--- src/rtl/dtmr_pkg.sv ---
package dtmr_pkg;

  parameter int TMR_W  = 32;
  parameter int HALF_W = 16;

  // register word indices
  localparam int IDX_LOAD   = 0;
  localparam int IDX_VALUE  = 1;
  localparam int IDX_CTRL   = 2;
  localparam int IDX_CLR    = 3;
  localparam int IDX_RAW    = 4;
  localparam int IDX_MASKED = 5;
  localparam int IDX_BGLOAD = 6;

  // packed so that each field lands on the bit the control word defines
  typedef struct packed {
    logic       run;       // bit 7
    logic       periodic;  // bit 6
    logic       ie;        // bit 5
    logic       spare;     // bit 4
    logic [1:0] presc;     // bits 3:2
    logic       wide;      // bit 1
    logic       oneshot;   // bit 0
  } ctrl_t;

  localparam ctrl_t CTRL_RST = '{run: 1'b0, periodic: 1'b0, ie: 1'b1,
                                 spare: 1'b0, presc: 2'b00, wide: 1'b0,
                                 oneshot: 1'b0};

  function automatic logic [TMR_W-1:0] width_mask(input logic wide);
    return wide ? {TMR_W{1'b1}} : {{(TMR_W-HALF_W){1'b0}}, {HALF_W{1'b1}}};
  endfunction

  // value loaded on any reload, chosen by mode and width
  function automatic logic [TMR_W-1:0] mode_limit(input ctrl_t c,
                                                  input logic [TMR_W-1:0] lim);
    if (!c.oneshot && !c.periodic) return width_mask(c.wide);
    return lim & width_mask(c.wide);
  endfunction

endpackage

--- src/rtl/dtmr_prescale.sv ---
module dtmr_prescale #(
  parameter int STEP_LOG2 = 4
) (
  input  logic       clk,
  input  logic       rst,
  input  logic       clr_i,
  input  logic       run_i,
  input  logic       tick_i,
  input  logic [1:0] code_i,
  output logic       step_o
);
  localparam int PRE_W = 2 * STEP_LOG2;

  logic [PRE_W-1:0] pre_q;
  logic             term;

  always_comb begin
    case (code_i)
      2'b01:   term = &pre_q[STEP_LOG2-1:0];
      2'b10:   term = &pre_q;
      default: term = 1'b1;
    endcase
  end

  assign step_o = run_i & tick_i & term;

  always_ff @(posedge clk) begin
    if (rst || clr_i)        pre_q <= '0;
    else if (run_i && tick_i) pre_q <= pre_q + 1'b1;
  end

  // without a tick no step may leave the prescaler
  a_r6_step_needs_tick: assert property (@(posedge clk) disable iff (rst)
    !tick_i |-> !step_o);

endmodule

--- src/rtl/dtmr_count.sv ---
module dtmr_count
  import dtmr_pkg::*;
(
  input  logic             clk,
  input  logic             rst,
  input  ctrl_t            ctrl_i,
  input  logic [TMR_W-1:0] limit_i,
  input  logic             step_i,
  input  logic             reload_i,
  input  logic [TMR_W-1:0] reload_val_i,
  output logic [TMR_W-1:0] count_o,
  output logic             expire_o,
  output logic             oneshot_done_o
);
  localparam logic [TMR_W-1:0] CNT_RST = mode_limit(CTRL_RST, '0);

  logic [TMR_W-1:0] count_q;
  logic [TMR_W-1:0] cnt_eff;

  assign cnt_eff        = count_q & width_mask(ctrl_i.wide);
  assign count_o        = cnt_eff;
  assign expire_o       = step_i & (cnt_eff == '0) & ~reload_i;
  assign oneshot_done_o = expire_o & ctrl_i.oneshot;

  always_ff @(posedge clk) begin
    if (rst)                 count_q <= CNT_RST;
    else if (reload_i)       count_q <= reload_val_i;
    else if (expire_o)       count_q <= ctrl_i.oneshot ? '0 : mode_limit(ctrl_i, limit_i);
    else if (step_i)         count_q <= cnt_eff - 1'b1;
  end

  // after a one-shot expiry the count sits at zero
  a_r9_oneshot_holds: assert property (@(posedge clk) disable iff (rst)
    oneshot_done_o |=> (count_o == '0));

  // stopped timer with no reload keeps its count
  a_r5_stopped_stable: assert property (@(posedge clk) disable iff (rst)
    (!ctrl_i.run && !reload_i) |=> $stable(count_q));

endmodule

--- src/rtl/dtmr_regs.sv ---
module dtmr_regs
  import dtmr_pkg::*;
#(
  parameter int ADDR_W = 8
) (
  input  logic              clk,
  input  logic              rst,
  input  logic              wr_en,
  input  logic              rd_en,
  input  logic [ADDR_W-1:0] addr,
  input  logic [TMR_W-1:0]  wdata,
  input  logic [TMR_W-1:0]  count_i,
  input  logic              expire_i,
  input  logic              oneshot_done_i,
  output ctrl_t             ctrl_o,
  output logic [TMR_W-1:0]  limit_o,
  output logic              reload_o,
  output logic [TMR_W-1:0]  reload_val_o,
  output logic              presc_clr_o,
  output logic              raw_o,
  output logic [TMR_W-1:0]  rdata_o
);
  localparam int IW = ADDR_W - 2;

  logic [IW-1:0]    idx;
  logic             wr_load, wr_ctrl, wr_clr, wr_bg;
  ctrl_t            ctrl_q, ctrl_new;
  logic [TMR_W-1:0] limit_q;
  logic             raw_q;
  logic [TMR_W-1:0] rd_mux;

  assign idx      = addr[ADDR_W-1:2];
  assign wr_load  = wr_en && (idx == IW'(IDX_LOAD));
  assign wr_ctrl  = wr_en && (idx == IW'(IDX_CTRL));
  assign wr_clr   = wr_en && (idx == IW'(IDX_CLR));
  assign wr_bg    = wr_en && (idx == IW'(IDX_BGLOAD));
  assign ctrl_new = ctrl_t'(wdata[7:0]);

  assign reload_o     = wr_load | (wr_ctrl & ctrl_new.run);
  assign reload_val_o = wr_load ? mode_limit(ctrl_q, wdata)
                                : mode_limit(ctrl_new, limit_q);
  assign presc_clr_o  = wr_load | wr_ctrl;

  always_ff @(posedge clk) begin
    if (rst)                 ctrl_q <= CTRL_RST;
    else if (wr_ctrl)        ctrl_q <= ctrl_new;
    else if (oneshot_done_i) ctrl_q.run <= 1'b0;
  end

  always_ff @(posedge clk) begin
    if (rst)                  limit_q <= '0;
    else if (wr_load || wr_bg) limit_q <= wdata;
  end

  // expiry has priority over a clear in the same cycle
  always_ff @(posedge clk) begin
    if (rst)           raw_q <= 1'b0;
    else if (expire_i) raw_q <= 1'b1;
    else if (wr_clr)   raw_q <= 1'b0;
  end

  always_comb begin
    rd_mux = '0;
    case (idx)
      IW'(IDX_LOAD), IW'(IDX_BGLOAD): rd_mux = limit_q;
      IW'(IDX_VALUE):  rd_mux = count_i;
      IW'(IDX_CTRL):   rd_mux = {{(TMR_W-8){1'b0}}, ctrl_q};
      IW'(IDX_RAW):    rd_mux = {{(TMR_W-1){1'b0}}, raw_q};
      IW'(IDX_MASKED): rd_mux = {{(TMR_W-1){1'b0}}, raw_q & ctrl_q.ie};
      default:         rd_mux = '0;
    endcase
  end

  always_ff @(posedge clk) begin
    if (rst)        rdata_o <= '0;
    else if (rd_en) rdata_o <= rd_mux;
  end

  assign ctrl_o  = ctrl_q;
  assign limit_o = limit_q;
  assign raw_o   = raw_q;

  // a clear with no competing expiry drops the flag
  a_r11_clear: assert property (@(posedge clk) disable iff (rst)
    (wr_clr && !expire_i) |=> !raw_q);

  // expiry wins and the flag is set next cycle
  a_r11_expire_sets: assert property (@(posedge clk) disable iff (rst)
    expire_i |=> raw_q);

  // one-shot expiry turns the run bit off
  a_r9_run_cleared: assert property (@(posedge clk) disable iff (rst)
    (oneshot_done_i && !wr_ctrl) |=> !ctrl_q.run);

  // a write to the value index leaves limit and control alone
  a_r13_value_write: assert property (@(posedge clk) disable iff (rst)
    (wr_en && idx == IW'(IDX_VALUE)) |=> ($stable(limit_q) && (ctrl_q.ie == $past(ctrl_q.ie))));

endmodule

--- src/rtl/dtimer_core.sv ---
module dtimer_core
  import dtmr_pkg::*;
#(
  parameter int ADDR_W    = 8,
  parameter int STEP_LOG2 = 4
) (
  input  logic              clk,
  input  logic              rst,
  input  logic              wr_en,
  input  logic              rd_en,
  input  logic [ADDR_W-1:0] addr,
  input  logic [TMR_W-1:0]  wdata,
  input  logic              tick,
  output logic [TMR_W-1:0]  rdata,
  output logic              irq
);
  ctrl_t            ctrl;
  logic [TMR_W-1:0] limit, reload_val, count;
  logic             reload, presc_clr, step, expire, oneshot_done, raw;

  dtmr_regs #(.ADDR_W(ADDR_W)) u_regs (
    .clk(clk), .rst(rst), .wr_en(wr_en), .rd_en(rd_en), .addr(addr),
    .wdata(wdata), .count_i(count), .expire_i(expire),
    .oneshot_done_i(oneshot_done), .ctrl_o(ctrl), .limit_o(limit),
    .reload_o(reload), .reload_val_o(reload_val), .presc_clr_o(presc_clr),
    .raw_o(raw), .rdata_o(rdata)
  );

  dtmr_prescale #(.STEP_LOG2(STEP_LOG2)) u_presc (
    .clk(clk), .rst(rst), .clr_i(presc_clr), .run_i(ctrl.run),
    .tick_i(tick), .code_i(ctrl.presc), .step_o(step)
  );

  dtmr_count u_count (
    .clk(clk), .rst(rst), .ctrl_i(ctrl), .limit_i(limit), .step_i(step),
    .reload_i(reload), .reload_val_i(reload_val), .count_o(count),
    .expire_o(expire), .oneshot_done_o(oneshot_done)
  );

  assign irq = raw & ctrl.ie;

  // the interrupt is quiet in the first cycle after reset
  a_r1_irq_after_reset: assert property (@(posedge clk)
    rst |=> !irq);

endmodule

--- config.mk ---
export PLATFORM = sky130hd
export DESIGN_NAME = dtimer_core
export DESIGN_NICKNAME = d
export VERILOG_FILES = /design/src/rtl/dtmr_pkg.sv /design/src/rtl/dtmr_prescale.sv /design/src/rtl/dtmr_count.sv /design/src/rtl/dtmr_regs.sv /design/src/rtl/dtimer_core.sv
export SDC_FILE = /design/constraint.sdc
export NUM_CORES = 1
export LEC_CHECK = 0
export ABC_AREA = 1
export BUFFER_PORTS_ARGS = -buffer_cell sky130_fd_sc_hd__buf_2
export CORE_MARGIN = 8
export CORE_UTILIZATION = 60
export DETAILED_ROUTE_END_ITERATION = 16
export GPL_ROUTABILITY_DRIVEN = 1
export PLACE_DENSITY = 0.91
export SYNTH_ARGS = -nofsm -noshare
export SYNTH_HDL_FRONTEND = slang
export SYNTH_SLANG_ARGS = --single-unit
--- constraint.sdc ---
create_clock -name clk -period 4.8 [get_ports clk]
set_input_delay 0.48 -clock clk [delete_from_list [all_inputs] [get_ports clk]]
set_output_delay 0.48 -clock clk [all_outputs]
set_load 0.02 [all_outputs]
### Word-level counts from Yosys, hierarchy flattened

Index checks and enable logic that the tools add are counted.

* output and inout port bits: 33
* memory bits (writable): 0
* bits in latches: 0
* bits in read-only memories: 0
* register bits: 113
* memories kept: 0
* word-level logic and storage cells: 80

* equal/unequal tests: 8
* add/sub/neg operators: 2
* shift-type cells: 0
* bitwise logic cells: 14
* magnitude comparators: 0
* reduce and logical (&&, ||, !) cells: 21
* multipliers: 0
* multiplexer cells: 23
* div/mod/pow operators: 0

Operator list (count)
* 2-to-1 mux 32 bit: 12
* one-hot mux 32 bit (5 select lines): 1
* bitwise AND 32 bit: 4
* logical NOT 32 bit: 1
* subtractor 32 x 1 -> 32 bit, second input constant: 1
* == test 6 x 3 -> 1 bit, second input constant: 3
* == test 6 x 2 -> 1 bit, second input constant: 2
* 2-to-1 mux 1 bit: 9
* adder 8 x 1 -> 8 bit, second input constant: 1
* AND reduction 8 bit: 1
* bitwise AND 1 bit: 7
* logical AND 1 bit: 7
* == test 6 x 1 -> 1 bit, second input constant: 1
* logical NOT 6 bit: 1
* logical NOT 1 bit: 4
* AND reduction 4 bit: 1
* nonzero test 2 bit: 2
* nonzero test 3 bit: 1
* == test 2 x 1 -> 1 bit, second input constant: 1
* == test 2 bit, second input constant: 1
* logical OR 1 bit: 2
* bitwise OR 1 bit: 2
* one-hot mux 1 bit (2 select lines): 1
* OR reduction 2 bit: 1
* inverter 1 bit: 1

### Longest topological paths before layout

* word-level depth: 13
* mapped depth: 13

### By module

A second synthesis with hierarchy kept.

* cells, all modules: 1175
* area total of the unflattened synthesis: 7303.3 um^2

Modules (own cells, without submodules)
* dtmr_regs: area an instance 3701.0 um^2, times used 1, cells an instance 582
* dtmr_count: area an instance 3131.8 um^2, times used 1, cells an instance 523
* dtmr_prescale: area an instance 462.9 um^2, times used 1, cells an instance 68
* dtimer_core: area an instance 7.5 um^2, times used 1, cells an instance 2

### Worst setup path after synthesis

Ideal clock, no wire load.

* kind: register to register
* start: register u_count.count_q[0]
* end: register u_count.count_q[13]
* arrival time: 1.641 ns
* setup time: 0.126 ns
* path slack: 3.034 ns
* data required time: 4.674 ns
* clock period less this slack: 1.766 ns
* stages on the path, launching flop included: 10
* cell sequence: dfxtp_1 inv_1 ha_1 nand3_2 nor2_2 nand2_2 nand3b_4 buf_2 o211ai_1 nand3_1

* longest elaborated chain between the ends: 6
* elaborated cells between the ends (all ways): 9
* those cells by class: add/sub: 1; mux: 3; bitwise: 3; reduce/logical: 2

RTL lines
* start: declaration: RTL line dtmr_count.sv:17 `logic [TMR_W-1:0] count_q;`
* start signal: assignment: RTL line dtmr_count.sv:27 `else if (reload_i) count_q <= reload_val_i;`
* start signal: assignment: RTL line dtmr_count.sv:28 `else if (expire_o) count_q <= ctrl_i.oneshot ? '0 : mode_limit(ctrl_i, limit_i);`
* start signal: assignment: RTL line dtmr_count.sv:29 `else if (step_i) count_q <= cnt_eff - 1'b1;`
* bitwise AND 32 bit *: RTL line dtmr_count.sv:20 `assign cnt_eff = count_q & width_mask(ctrl_i.wide);`
* parallel branches: the longest is 5 deep, another holds subtractor 32 x 1 -> 32 bit

Mark *: on every way between the ends. The select of a mux whose other input is x is not followed.
A chain may end at the register's enable or synchronous reset.

### Worst setup path in the final report

* start: input addr[5]
* end: register u_count.count_q[22]

* longest elaborated chain between the ends: 8
* elaborated cells between the ends (all ways): 12
* those cells by class: eq/ne: 1; mux: 3; bitwise: 4; reduce/logical: 4

RTL lines
* start: declaration: RTL line dtimer_core.sv:11 `input logic [ADDR_W-1:0] addr,`
* == test 6 x 2 -> 1 bit: RTL line dtmr_regs.sv:34 `assign wr_ctrl = wr_en && (idx == IW'(IDX_CTRL));`
* logical AND 1 bit: RTL line dtmr_regs.sv:34
* bitwise AND 1 bit: RTL line dtmr_regs.sv:39 `assign reload_o = wr_load | (wr_ctrl & ctrl_new.run);`
* bitwise OR 1 bit: RTL line dtmr_regs.sv:39
* inverter 1 bit: RTL line dtmr_count.sv:22 `assign expire_o = step_i & (cnt_eff == '0) & ~reload_i;`
* bitwise AND 1 bit: RTL line dtmr_count.sv:22
* 2-to-1 mux 32 bit: RTL line dtmr_count.sv:28
* 2-to-1 mux 32 bit: RTL line dtmr_count.sv:27

Parallel ways exist; a longest one is shown, timed or not.

==> qor.yml <==
status:
  outcome: "finished, final reports clean"
critical_path:
  reg2regPathDepth: 10
  slowest_delay_ps: 570
  crit_path_start: "addr[5]"
  cp_data_arrival_time_ps: 2980
  start_kind: "input pin"
  cp-end-kind: "register"
  path_buf_inv: 3
  cp_top_family: "simple AND/OR/NAND/NOR gates"
  path_cells: "buf_2 > nor2_4 > nand4_2 > nor2_4 > inv_2 > nand2_2 > nor2_1 > buf_4 > o21ai_1 > nor2_1 > nor2_1 > nor2_1"
  endpoint: "u_count.count_q[22]"
  worstSetupPathType: "input pin to register"
  r2r_start: "u_regs.ctrl_o[1]"
  critPathMostFrequentCell: "nor2_1"
  critPathSlowestCell: "nand2_2"
  crit_path_max_fanout: 32
  cp.required_ps: 5080
  ff2ff_setup_slack_ps: 2130
  timing.rr.end: "u_count.count_q[23]"
  cp.depth: 12
global_route:
  antenna_found_initial: 0
  grt_pass1_wl_um: 34900
  grt_max_degree: 64
  grt_pass1_vias: 7076
  grt-ovfl-total: 0
  grtUsageTotal_pct: 28.8
synthesis:
  synth_area_leader_cell: "dfxtp_1"
  yosysMostFrequentCell: "nand2_1"
  yosysTopAreaCellShare_pct: 33.0
  synth-main-ff-cell: "dfxtp_1"
  syn_nets: 1076
  yosysSeqAreaShare_pct: 33.0
  ys_ff_latch: 113
  synthTopCellsByArea: "dfxtp_1 (33%), nand2_1 (11%), a21oi_1 (9.6%)"
  synth.avg_cell_area_um2: 6.68
  synth_edf_count: 0
  synth-async-reset-ratio_pct: 0
  netlist_area_um2: 6860
  synthCells: 1027
  synthTopCellsByCount: "nand2_1 (196), a21oi_1 (132), nor2_1 (115)"
  yosysUniqueCellTypes: 42
  yosys_warnings: 0
routing:
  vias: 7548
  dr.first_iter.drc_count: 1367
  wl_per_cell_um: 17.5
  first_pass_iters: 6
  route.detailed.drc: 0
  vias_per_cell: 6.16
  routed_wl_um: 21400
  antenna_left: 0
power:
  power.internal_mw: 1.75
  power.density_nw_per_um2: 298
  combinationalPowerShare_pct: 5.2
  peakVddDrop_v: 0.000224
  power_switching_mw: 0.550
  total_power_mw: 2.30
  pwr-share-clk_pct: 53.4
  p_sw_share_pct: 23.9
  seqPwrFrac_pct: 41.4
  cellLeakagePower_nw: 3.28
clock_tree:
  post_cts_buffers: 0
  cts_tree: "yes"
  cts_max_path_buffers: 2
  hold_buffers: 0
  clk_pin_slew_ps: 50
  insertion_delay_ps: 420
  cts_htree_levels: 4
  cts_made_buffers: 17
  cts_resized: 0
  cts_sinks: 113
  root_buffer: "clkbuf_16"
sta:
  fmax_ghz: 0.370
  setup_tns_ps: 0
  relSlewSlack_pct: 13.2
  hold_violations: 0
  min_period_over_period_pct: 56.4
  post-route-min-period_ps: 2710
  fin_ws_ps: 2090
  worst_pin_slew_ps: 1300
  setup_viol_count_final: 0
  grt_setup_unrepaired: "no"
  slew_viol_final: 0
  fin_skew_ps: 9.21
die:
  ioPinCount: 78
  dieArea_um2: 15100
  rows: 39
  start_util_pct: 60.9
  core_area_um2: 11300
  die_width_um: 123
  die_h_um: 123
worst_hold_path:
  worstHoldStart: "wdata[28]"
  hold_path.class: "input pin to register"
placement:
  globalplace.congestion: 1.01
  dp_hpwl_um: 13800
  io_buffers: 75
  place_ws_ps: 1810
layout:
  n_antenna_cell: 0
  fin_nets: 1120
  postLayoutCoreUtil_pct: 68.4
  synthToLayoutAreaGrowth_pct: 12.4
  drive_gt1_share_pct: 16.1
run:
  cap_violations: 0
-- final cells by class --
class	count	area, um2
Tap cell	143	179
Clock inverter	10	113
Timing Repair Buffer	80	413
Fill cell	958	3560
Inverter	112	420
Multi-Input combinational cell	747	3880
Clock buffer	21	450
Sequential cell	113	2260
-- how the worst min path moves through the flow --
stage               cells past startpoint                  to  slack [ps]
floorplan                               2  u_count.count_q[0]         440
CTS                                     3  u_regs.limit_o[28]         310
global placement                        2   u_regs.rdata_o[7]         450
detailed placement                      2  u_regs.rdata_o[28]         450
finish                                  3  u_regs.limit_o[28]         310
global route                            3  u_regs.limit_o[18]         340
-- tightest hold or removal path, cell delays in order --
cell	delay, ps
buf_2	90
nor2_1	40
nor2_1	80
-- flip-flops by register name (all words and copies together) (netlist names) --
signal	count
u_regs.ctrl_o	8
u_regs.limit_o	32
u_regs.rdata_o	32
u_count.count_q	32
u_regs.raw_o	1
u_presc.pre_q	8
-- power groups by stage --
stage	Combinational (mW)	Sequential, mW	Clock (mW)
final	0.119	0.953	1.23
after global routing	0.128	0.953	1.26
after CTS	0.115	0.953	1.22
after detailed placement	0.114	0.972	0
after global placement	0.112	0.972	0
after floorplan	0.0690	0.971	0
-- metrics by stage --
step / cells / instance area [um2] / hold slack, ps
5_1_grt: 1226 / 7710 / 341
2_1_floorplan: 1027 / 6860 / 440
6_report: 1226 / 7710 / 306
3_5_place_dp: 1195 / 7150 / 453
4_1_cts: 1226 / 7710 / 308
3_3_place_gp: 1195 / 7150 / 450
-- metal layers --
| metal | vias up | global-route usage, % | share of wire, % |
|---|---|---|---|
| li1 | 3511 | - | - |
| met1 | 3385 | 37.1 | 40 |
| met4 | 0 | 13.3 | 3.6 |
| met5 | - | 0 | 0 |
| met2 | 559 | 44.8 | 44 |
| met3 | 93 | 7.17 | 13 |
-- cell usage in the layout (no fill, tap or decap), types with 12 or more instances in the layout --
master,netlist,layout
dfxtp_1,113,113
nand4_1,12,12
inv_1,102,102
o211ai_1,13,13
xor2_1,20,20
a21oi_1,132,132
o21ai_0,88,88
nor2_1,115,115
o22ai_1,40,40
nand2_1,196,196
nand3_1,37,37
clkbuf_16,0,17
buf_2,11,75
nand2_2,16,16
-- cells by family after synthesis --
group                      after synthesis  synth area share, %
AOI/OAI and AO/OA                      299                 24.0
xor gates and xnor gates                22                 2.81
adders and majority gates                4                0.729
buffers and inverters                  167                 10.6
DFF                                    113                 33.0
and+or+nand+nor                        422                 28.9
Power figures use the tool's default switching activity.
